### src/rtl/pbk_pkg.sv
package pbk_pkg;
    parameter int PBK_PINS     = 32;
    parameter int PBK_DRV_BITS = 3;
    parameter int PBK_ADDR_W   = 8;

    localparam logic [7:0] OFF_DIN    = 8'h00;
    localparam logic [7:0] OFF_DOUT   = 8'h04;
    localparam logic [7:0] OFF_OE     = 8'h08;
    localparam logic [7:0] OFF_LVL    = 8'h0C;
    localparam logic [7:0] OFF_DUAL   = 8'h10;
    localparam logic [7:0] OFF_POL    = 8'h14;
    localparam logic [7:0] OFF_MASK   = 8'h18;
    localparam logic [7:0] OFF_RAW    = 8'h1C;
    localparam logic [7:0] OFF_MST    = 8'h20;
    localparam logic [7:0] OFF_CLR    = 8'h24;
    localparam logic [7:0] OFF_PSEL   = 8'h34;
    localparam logic [7:0] OFF_PEN    = 8'h38;
    localparam logic [7:0] OFF_DRV0   = 8'h58;
    localparam int         DRV_STRIDE = 4;

    function automatic logic [7:0] drv_plane_off(input int plane);
        return OFF_DRV0 + 8'(plane * DRV_STRIDE);
    endfunction
endpackage

### src/rtl/pbk_sync.sv
module pbk_sync #(
    parameter int WIDTH  = 32,
    parameter int STAGES = 2
) (
    input  logic             clk,
    input  logic             rst_n,
    input  logic [WIDTH-1:0] d_i,
    output logic [WIDTH-1:0] q_o
);
    logic [STAGES-1:0][WIDTH-1:0] chain_d, chain_q;

    always_comb begin
        chain_d[0] = d_i;
        for (int i = 1; i < STAGES; i++) begin
            chain_d[i] = chain_q[i-1];
        end
    end

    always_ff @(posedge clk) begin
        if (!rst_n) chain_q <= '0;
        else        chain_q <= chain_d;
    end

    assign q_o = chain_q[STAGES-1];
endmodule

### src/rtl/pbk_sense.sv
module pbk_sense #(
    parameter int WIDTH = 32
) (
    input  logic             clk,
    input  logic             rst_n,
    input  logic [WIDTH-1:0] s_i,
    input  logic [WIDTH-1:0] lvl_i,
    input  logic [WIDTH-1:0] dual_i,
    input  logic [WIDTH-1:0] pol_i,
    output logic [WIDTH-1:0] evt_o
);
    logic [WIDTH-1:0] prev_d, prev_q;

    always_comb prev_d = s_i;

    always_ff @(posedge clk) begin
        if (!rst_n) prev_q <= '0;
        else        prev_q <= prev_d;
    end

    for (genvar g = 0; g < WIDTH; g++) begin : g_pin
        logic rise, fall;
        always_comb begin
            rise = s_i[g] & ~prev_q[g];
            fall = ~s_i[g] & prev_q[g];
            if (lvl_i[g])       evt_o[g] = pol_i[g] ? s_i[g] : ~s_i[g];
            else if (dual_i[g]) evt_o[g] = rise | fall;
            else                evt_o[g] = pol_i[g] ? rise : fall;
        end
    end
endmodule

### src/rtl/pbk_status.sv
module pbk_status #(
    parameter int WIDTH = 32
) (
    input  logic             clk,
    input  logic             rst_n,
    input  logic [WIDTH-1:0] evt_i,
    input  logic [WIDTH-1:0] clr_i,
    output logic [WIDTH-1:0] st_o
);
    logic [WIDTH-1:0] st_d, st_q;

    always_comb st_d = (st_q & ~clr_i) | evt_i;

    always_ff @(posedge clk) begin
        if (!rst_n) st_q <= '0;
        else        st_q <= st_d;
    end

    assign st_o = st_q;


    status_sticky_chk: assert property (@(posedge clk) disable iff (!rst_n)
        1'b1 |=> ((($past(st_q) & ~$past(clr_i)) & ~st_q) == '0));


    clear_drops_chk: assert property (@(posedge clk) disable iff (!rst_n)
        1'b1 |=> ((st_q & $past(clr_i & ~evt_i)) == '0));
endmodule

### src/rtl/pin_bank_ctrl.sv
module pin_bank_ctrl
    import pbk_pkg::*;
#(
    parameter int NPINS    = PBK_PINS,
    parameter int DRV_BITS = PBK_DRV_BITS,
    parameter int ADDR_W   = PBK_ADDR_W,
    parameter int SYNC_STG = 2
) (
    input  logic                      clk,
    input  logic                      rst_n,
    input  logic [ADDR_W-1:0]         bus_addr,
    input  logic                      bus_we,
    input  logic [NPINS-1:0]          bus_wdata,
    output logic [NPINS-1:0]          bus_rdata,
    input  logic [NPINS-1:0]          pad_in,
    output logic [NPINS-1:0]          pad_out,
    output logic [NPINS-1:0]          pad_oe,
    output logic [NPINS-1:0]          pad_pull_en,
    output logic [NPINS-1:0]          pad_pull_up,
    output logic [DRV_BITS*NPINS-1:0] pad_drv,
    output logic                      irq_out
);
    localparam int DRV_W = DRV_BITS * NPINS;

    typedef struct packed {
        logic [NPINS-1:0]                dout;
        logic [NPINS-1:0]                oe;
        logic [NPINS-1:0]                lvl;
        logic [NPINS-1:0]                dual;
        logic [NPINS-1:0]                pol;
        logic [NPINS-1:0]                mask;
        logic [NPINS-1:0]                psel;
        logic [NPINS-1:0]                pen;
        logic [DRV_BITS-1:0][NPINS-1:0]  drv;
    } cfg_t;

    cfg_t             cfg_d, cfg_q;
    logic [NPINS-1:0] sync_s;
    logic [NPINS-1:0] evt;
    logic [NPINS-1:0] clr_pulse;
    logic [NPINS-1:0] raw_st;

    function automatic logic hit(input logic [ADDR_W-1:0] a, input logic [7:0] off);
        return a == ADDR_W'(off);
    endfunction

    pbk_sync #(.WIDTH(NPINS), .STAGES(SYNC_STG)) u_sync (
        .clk (clk),
        .rst_n (rst_n),
        .d_i (pad_in),
        .q_o (sync_s)
    );

    pbk_sense #(.WIDTH(NPINS)) u_sense (
        .clk    (clk),
        .rst_n  (rst_n),
        .s_i    (sync_s),
        .lvl_i  (cfg_q.lvl),
        .dual_i (cfg_q.dual),
        .pol_i  (cfg_q.pol),
        .evt_o  (evt)
    );

    pbk_status #(.WIDTH(NPINS)) u_status (
        .clk   (clk),
        .rst_n (rst_n),
        .evt_i (evt),
        .clr_i (clr_pulse),
        .st_o  (raw_st)
    );

    // register write path
    always_comb begin
        cfg_d     = cfg_q;
        clr_pulse = '0;
        if (bus_we) begin
            if (hit(bus_addr, OFF_DOUT)) cfg_d.dout = bus_wdata;
            if (hit(bus_addr, OFF_OE))   cfg_d.oe   = bus_wdata;
            if (hit(bus_addr, OFF_LVL))  cfg_d.lvl  = bus_wdata;
            if (hit(bus_addr, OFF_DUAL)) cfg_d.dual = bus_wdata;
            if (hit(bus_addr, OFF_POL))  cfg_d.pol  = bus_wdata;
            if (hit(bus_addr, OFF_MASK)) cfg_d.mask = bus_wdata;
            if (hit(bus_addr, OFF_PSEL)) cfg_d.psel = bus_wdata;
            if (hit(bus_addr, OFF_PEN))  cfg_d.pen  = bus_wdata;
            if (hit(bus_addr, OFF_CLR))  clr_pulse  = bus_wdata;
            for (int p = 0; p < DRV_BITS; p++) begin
                if (hit(bus_addr, drv_plane_off(p))) cfg_d.drv[p] = bus_wdata;
            end
        end
    end

    always_ff @(posedge clk) begin
        if (!rst_n) cfg_q <= '0;
        else        cfg_q <= cfg_d;
    end

    // register read path
    always_comb begin
        bus_rdata = '0;
        if (hit(bus_addr, OFF_DIN))  bus_rdata = sync_s;
        if (hit(bus_addr, OFF_DOUT)) bus_rdata = cfg_q.dout;
        if (hit(bus_addr, OFF_OE))   bus_rdata = cfg_q.oe;
        if (hit(bus_addr, OFF_LVL))  bus_rdata = cfg_q.lvl;
        if (hit(bus_addr, OFF_DUAL)) bus_rdata = cfg_q.dual;
        if (hit(bus_addr, OFF_POL))  bus_rdata = cfg_q.pol;
        if (hit(bus_addr, OFF_MASK)) bus_rdata = cfg_q.mask;
        if (hit(bus_addr, OFF_RAW))  bus_rdata = raw_st;
        if (hit(bus_addr, OFF_MST))  bus_rdata = raw_st & cfg_q.mask;
        if (hit(bus_addr, OFF_PSEL)) bus_rdata = cfg_q.psel;
        if (hit(bus_addr, OFF_PEN))  bus_rdata = cfg_q.pen;
        for (int p = 0; p < DRV_BITS; p++) begin
            if (hit(bus_addr, drv_plane_off(p))) bus_rdata = cfg_q.drv[p];
        end
    end

    // pad side
    assign pad_oe      = cfg_q.oe;
    assign pad_out     = cfg_q.dout & cfg_q.oe;
    assign pad_pull_en = cfg_q.pen;
    assign pad_pull_up = cfg_q.psel;
    assign pad_drv     = DRV_W'(cfg_q.drv);
    assign irq_out     = |(raw_st & cfg_q.mask);


    dout_write_chk: assert property (@(posedge clk) disable iff (!rst_n)
        (bus_we && hit(bus_addr, OFF_DOUT)) |=> ((pad_out & pad_oe) == ($past(bus_wdata) & pad_oe)));


    level_sets_chk: assert property (@(posedge clk) disable iff (!rst_n)
        1'b1 |=> ((($past(cfg_q.lvl & cfg_q.pol & sync_s) |
                    $past(cfg_q.lvl & ~cfg_q.pol & ~sync_s)) & ~raw_st) == '0));


    edge_needs_change_chk: assert property (@(posedge clk) disable iff (!rst_n)
        1'b1 |=> (((raw_st & ~$past(raw_st)) & ~$past(cfg_q.lvl) &
                   ~($past(sync_s) ^ $past(sync_s, 2))) == '0));


    irq_quiet_chk: assert property (@(posedge clk) disable iff (!rst_n)
        (bus_we && hit(bus_addr, OFF_MASK) && bus_wdata == '0) |=> !irq_out);
endmodule

### config.mk
export PLATFORM = sky130hd
export DESIGN_NAME = pin_bank_ctrl
export DESIGN_NICKNAME = d
export VERILOG_FILES = /design/src/rtl/pbk_pkg.sv /design/src/rtl/pbk_sync.sv /design/src/rtl/pbk_sense.sv /design/src/rtl/pbk_status.sv /design/src/rtl/pin_bank_ctrl.sv
export SDC_FILE = /design/constraint.sdc
export NUM_CORES = 1
export LEC_CHECK = 0
export ABC_CLOCK_PERIOD_IN_PS = 3990
export BUFFER_PORTS_ARGS = -buffer_cell sky130_fd_sc_hd__buf_2
export CAP_MARGIN = 10
export CORE_MARGIN = 1.5
export CORE_UTILIZATION = 35
export DETAILED_ROUTE_END_ITERATION = 8
export GPL_TIMING_DRIVEN = 1
export HOLD_SLACK_MARGIN = 0.06
export PLACE_DENSITY_LB_ADDON = 0.3
export SYNTH_ARGS = -nofsm -noshare
export SYNTH_HDL_FRONTEND = slang
export SYNTH_SLANG_ARGS = --single-unit
### constraint.sdc
create_clock -name clk -period 3.99 [get_ports clk]
set_clock_uncertainty 0.1 [all_clocks]
set_input_delay 0.1995 -clock clk [delete_from_list [all_inputs] [get_ports clk]]
set_output_delay 0.1995 -clock clk [all_outputs]
set_load 0.03 [all_outputs]
==> summary.txt <==
Yosys
  – Leading area contributor after synthesis: dfxtp_1
  – Syn Nets: 3311
  – Number of synthesis warnings: 0
  – Synth Flop Type: dfxtp_1
  – Syn Std Cell Area: 25300 um^2
  – Most frequent cell after synthesis: nand2_1
  – Register area share after synthesis: 38.0%
  – Netlist cell types: 66
  – Register bit total from synthesis: 480
  – EDFF count, synth: 0
  – Top-area cell type share of the netlist area: 38.0%
  – Post-Syn Instances: 3172
  – Async SR Flop Fraction: 0%
  – Top cells by count, synth: nand2_1 (817), dfxtp_1 (480), a21boi_0 (294), buf_4 (199), clkbuf_1 (161)
  – Post-Syn Area per Cell: 7.98 um^2
  – Top cells by area, synth: dfxtp_1 (38%), nand2_1 (12%), a21boi_0 (8.7%)

Timing
  – Hold_ws: 246 ps
  – Unrepaired setup endpoints after global routing: no
  – Final period util: 85.6%
  – Final Hold Fails: 0
  – Fmax: 0.293 GHz
  – Setup TNS: 0 ps
  – Slew margin rel.: 41.9%
  – Min cycle time layout: 3420 ps
  – Slew @ Worst Pin: 867 ps
  – Final Setup Violations: 0
  – Final Max Slew Viols: 0

Clocking
  – H-tree depth: 2
  – Worst skew pair latency: 610 ps
  – Sink Count: 480
  – CTS Buffer Depth: 3
  – Root buffer cell: clkbuf_16
  – CTS tree: yes
  – Clock slew at reported path FFs: 50 ps
  – Post-CTS sizing: 0
  – CTS Buf Count: 55

Finish
  – Final non-filler cell total: 4246
  – Nets: 3401
  – Share of cells above drive strength 1: 15.6%
  – Area Overhead vs Synth: 13.9%

Pwr
  – Pleak: 10.6 nW
  – Tot Pwr: 10.6 mW
  – Peak VDD IR: 0.277 mV
  – Cell area power density: 367 nW/um^2

Floorplan
  – Core Area: 71500 um^2
  – Die X: 272 um
  – Die ar.: 73900 um^2
  – Top-Level Pins: 332
  – Rows: 98
  – Initial core utilization: 35.4%
  – Die height: 272 um

Routing
  – Post-DRT Antenna Nets: 0
  – Vias/cell: 5.43
  – Via count: 23060
  – Post-route DRC violation count: 0
  – Post-Route WL: 98700 um
  – Drt pass-1 iters: 5
  – DRT iter0 DRCs: 2669
  – Drt wl/cell: 23.2 um

Setup path
  – Reg2reg start: u_sync.q_o[1]
  – WP data required: 3690 ps
  – Critical path startpoint category: input pin
  – R2r setup slk: 2200 ps
  – Worst r2r dst: u_status.st_o[1]
  – Setup crit end kind: output port
  – WP data arrival: 3120 ps
  – Crit path kind: input pin to output port
  – Worst Setup SP: bus_addr[2]
  – Worst-path fanout max: 25
  – Cells on worst reg2reg path: 7
  – Worst Setup EP: bus_rdata[19]

GRT
  – GRT Total Usage: 25.9%
  – First-pass GRT wire length: 145000 um
  – Initial antenna violation count: 6
  – GRT overflow: 0
  – Largest net degree at the start of global routing: 132
  – Number of global-route vias before repair: 21352

Worst hold path
  – Hold Path Cell Cnt: 3
  – Worst min path class: input pin to register

Job
  – Max-cap violations: 0

Placed design
  – Placed Instances: 4076
  – Number of buffers added on ports: 331
  – Detailed Place HPWL: 70100 um
  – GPL Wtd Cong: 0.951

Outcome
  – Status: finished, final reports clean
==> what timing repair did <==
item	in CTS	in global routing
buffers inserted	0	0
hold buffers	79	0
hold endpoints to repair	430	0
setup endpoints to repair	0	0
==> metrics by stage <==
stage | setup WS, ps | utilization (%) | instance area [um^2]
final | 574 | 40.3 | 28800
after detailed placement | 618 | 36.8 | 26300
after CTS | 616 | 40.3 | 28800
after floorplan | 1560 | - | 25300
after global placement | 645 | 36.8 | 26300
after global routing | 510 | 40.3 | 28800
==> layout by cell type, fill, tap and decap left out, drive strengths merged, types with 82 or more instances in the layout <==
cell type  Yosys  final
a21boi       354    354
inv           94     94
o21ai        120    120
clkbuf       161     82
dfxtp        480    480
a211oi        84     84
nand2        817    817
buf          291    406
and2         130    130
a21oi         85     85
==> area by class of cell <==
| cell class | instances | area (um^2) |
|---|---|---|
| Fill cell | 7211 | 42700 |
| Multi-Input combinational cell | 2146 | 12800 |
| Sequential cell | 480 | 9610 |
| Timing Repair Buffer | 485 | 3150 |
| Clock buffer | 82 | 1660 |
| Tap cell | 950 | 1190 |
| Inverter | 94 | 353 |
| Clock inverter | 8 | 72.6 |
| Antenna cell | 1 | 2.50 |
==> worst min-delay path by stage <==
stage | start | end | slack, ps
global placement | pad_in[6] | u_sync.chain_d[38] | 310
detailed placement | pad_in[15] | u_sync.chain_d[47] | 310
finish | pad_in[24] | u_sync.chain_d[56] | 250
global route | pad_in[7] | u_sync.chain_d[39] | 250
CTS | pad_in[4] | u_sync.chain_d[36] | 210
floorplan | pad_in[0] | u_sync.chain_d[32] | 230
==> layer usage <==
metal,wire [um],track usage (%)
met1,44700,36.7
met2,42700,39.3
met3,8220,4.77
met4,2990,8.30
met5,71,0
==> flip-flops by register name (all words and copies together), names as in the netlist <==
register and count:
u_status.st_o 32, pad_oe 32, u_sense.prev_q 32, cfg_q 160
u_sync.q_o 32, pad_pull_up 32, u_sync.chain_d 32, pad_drv 96
pad_pull_en 32
==> where the power goes <==
part	switching [mW]	internal, mW
Clock	2.07	2.90
Combinational	0.424	0.270
Sequential	0.0606	4.85
Total	2.56	8.02
==> cell families after synthesis <==
family | share of synthesized area, %
AND/OR/NAND/NOR | 20.2
AO/OA/AOI/OAI | 25.1
buffers and inverters | 11.7
flip-flops | 38.0
adder cells (fa/ha/maj) | 3.16
XOR/XNOR | 1.11
multiplexers | 0.811
==> critical path, stage by stage <==
cell and delay (ps):
buf_4 210, or4b_2 920, buf_4 330, a22oi_4 640, a2111oi_0 250, o21ai_1 290, buf_2 250
Note: power is estimated with default switching activity, not from simulation.
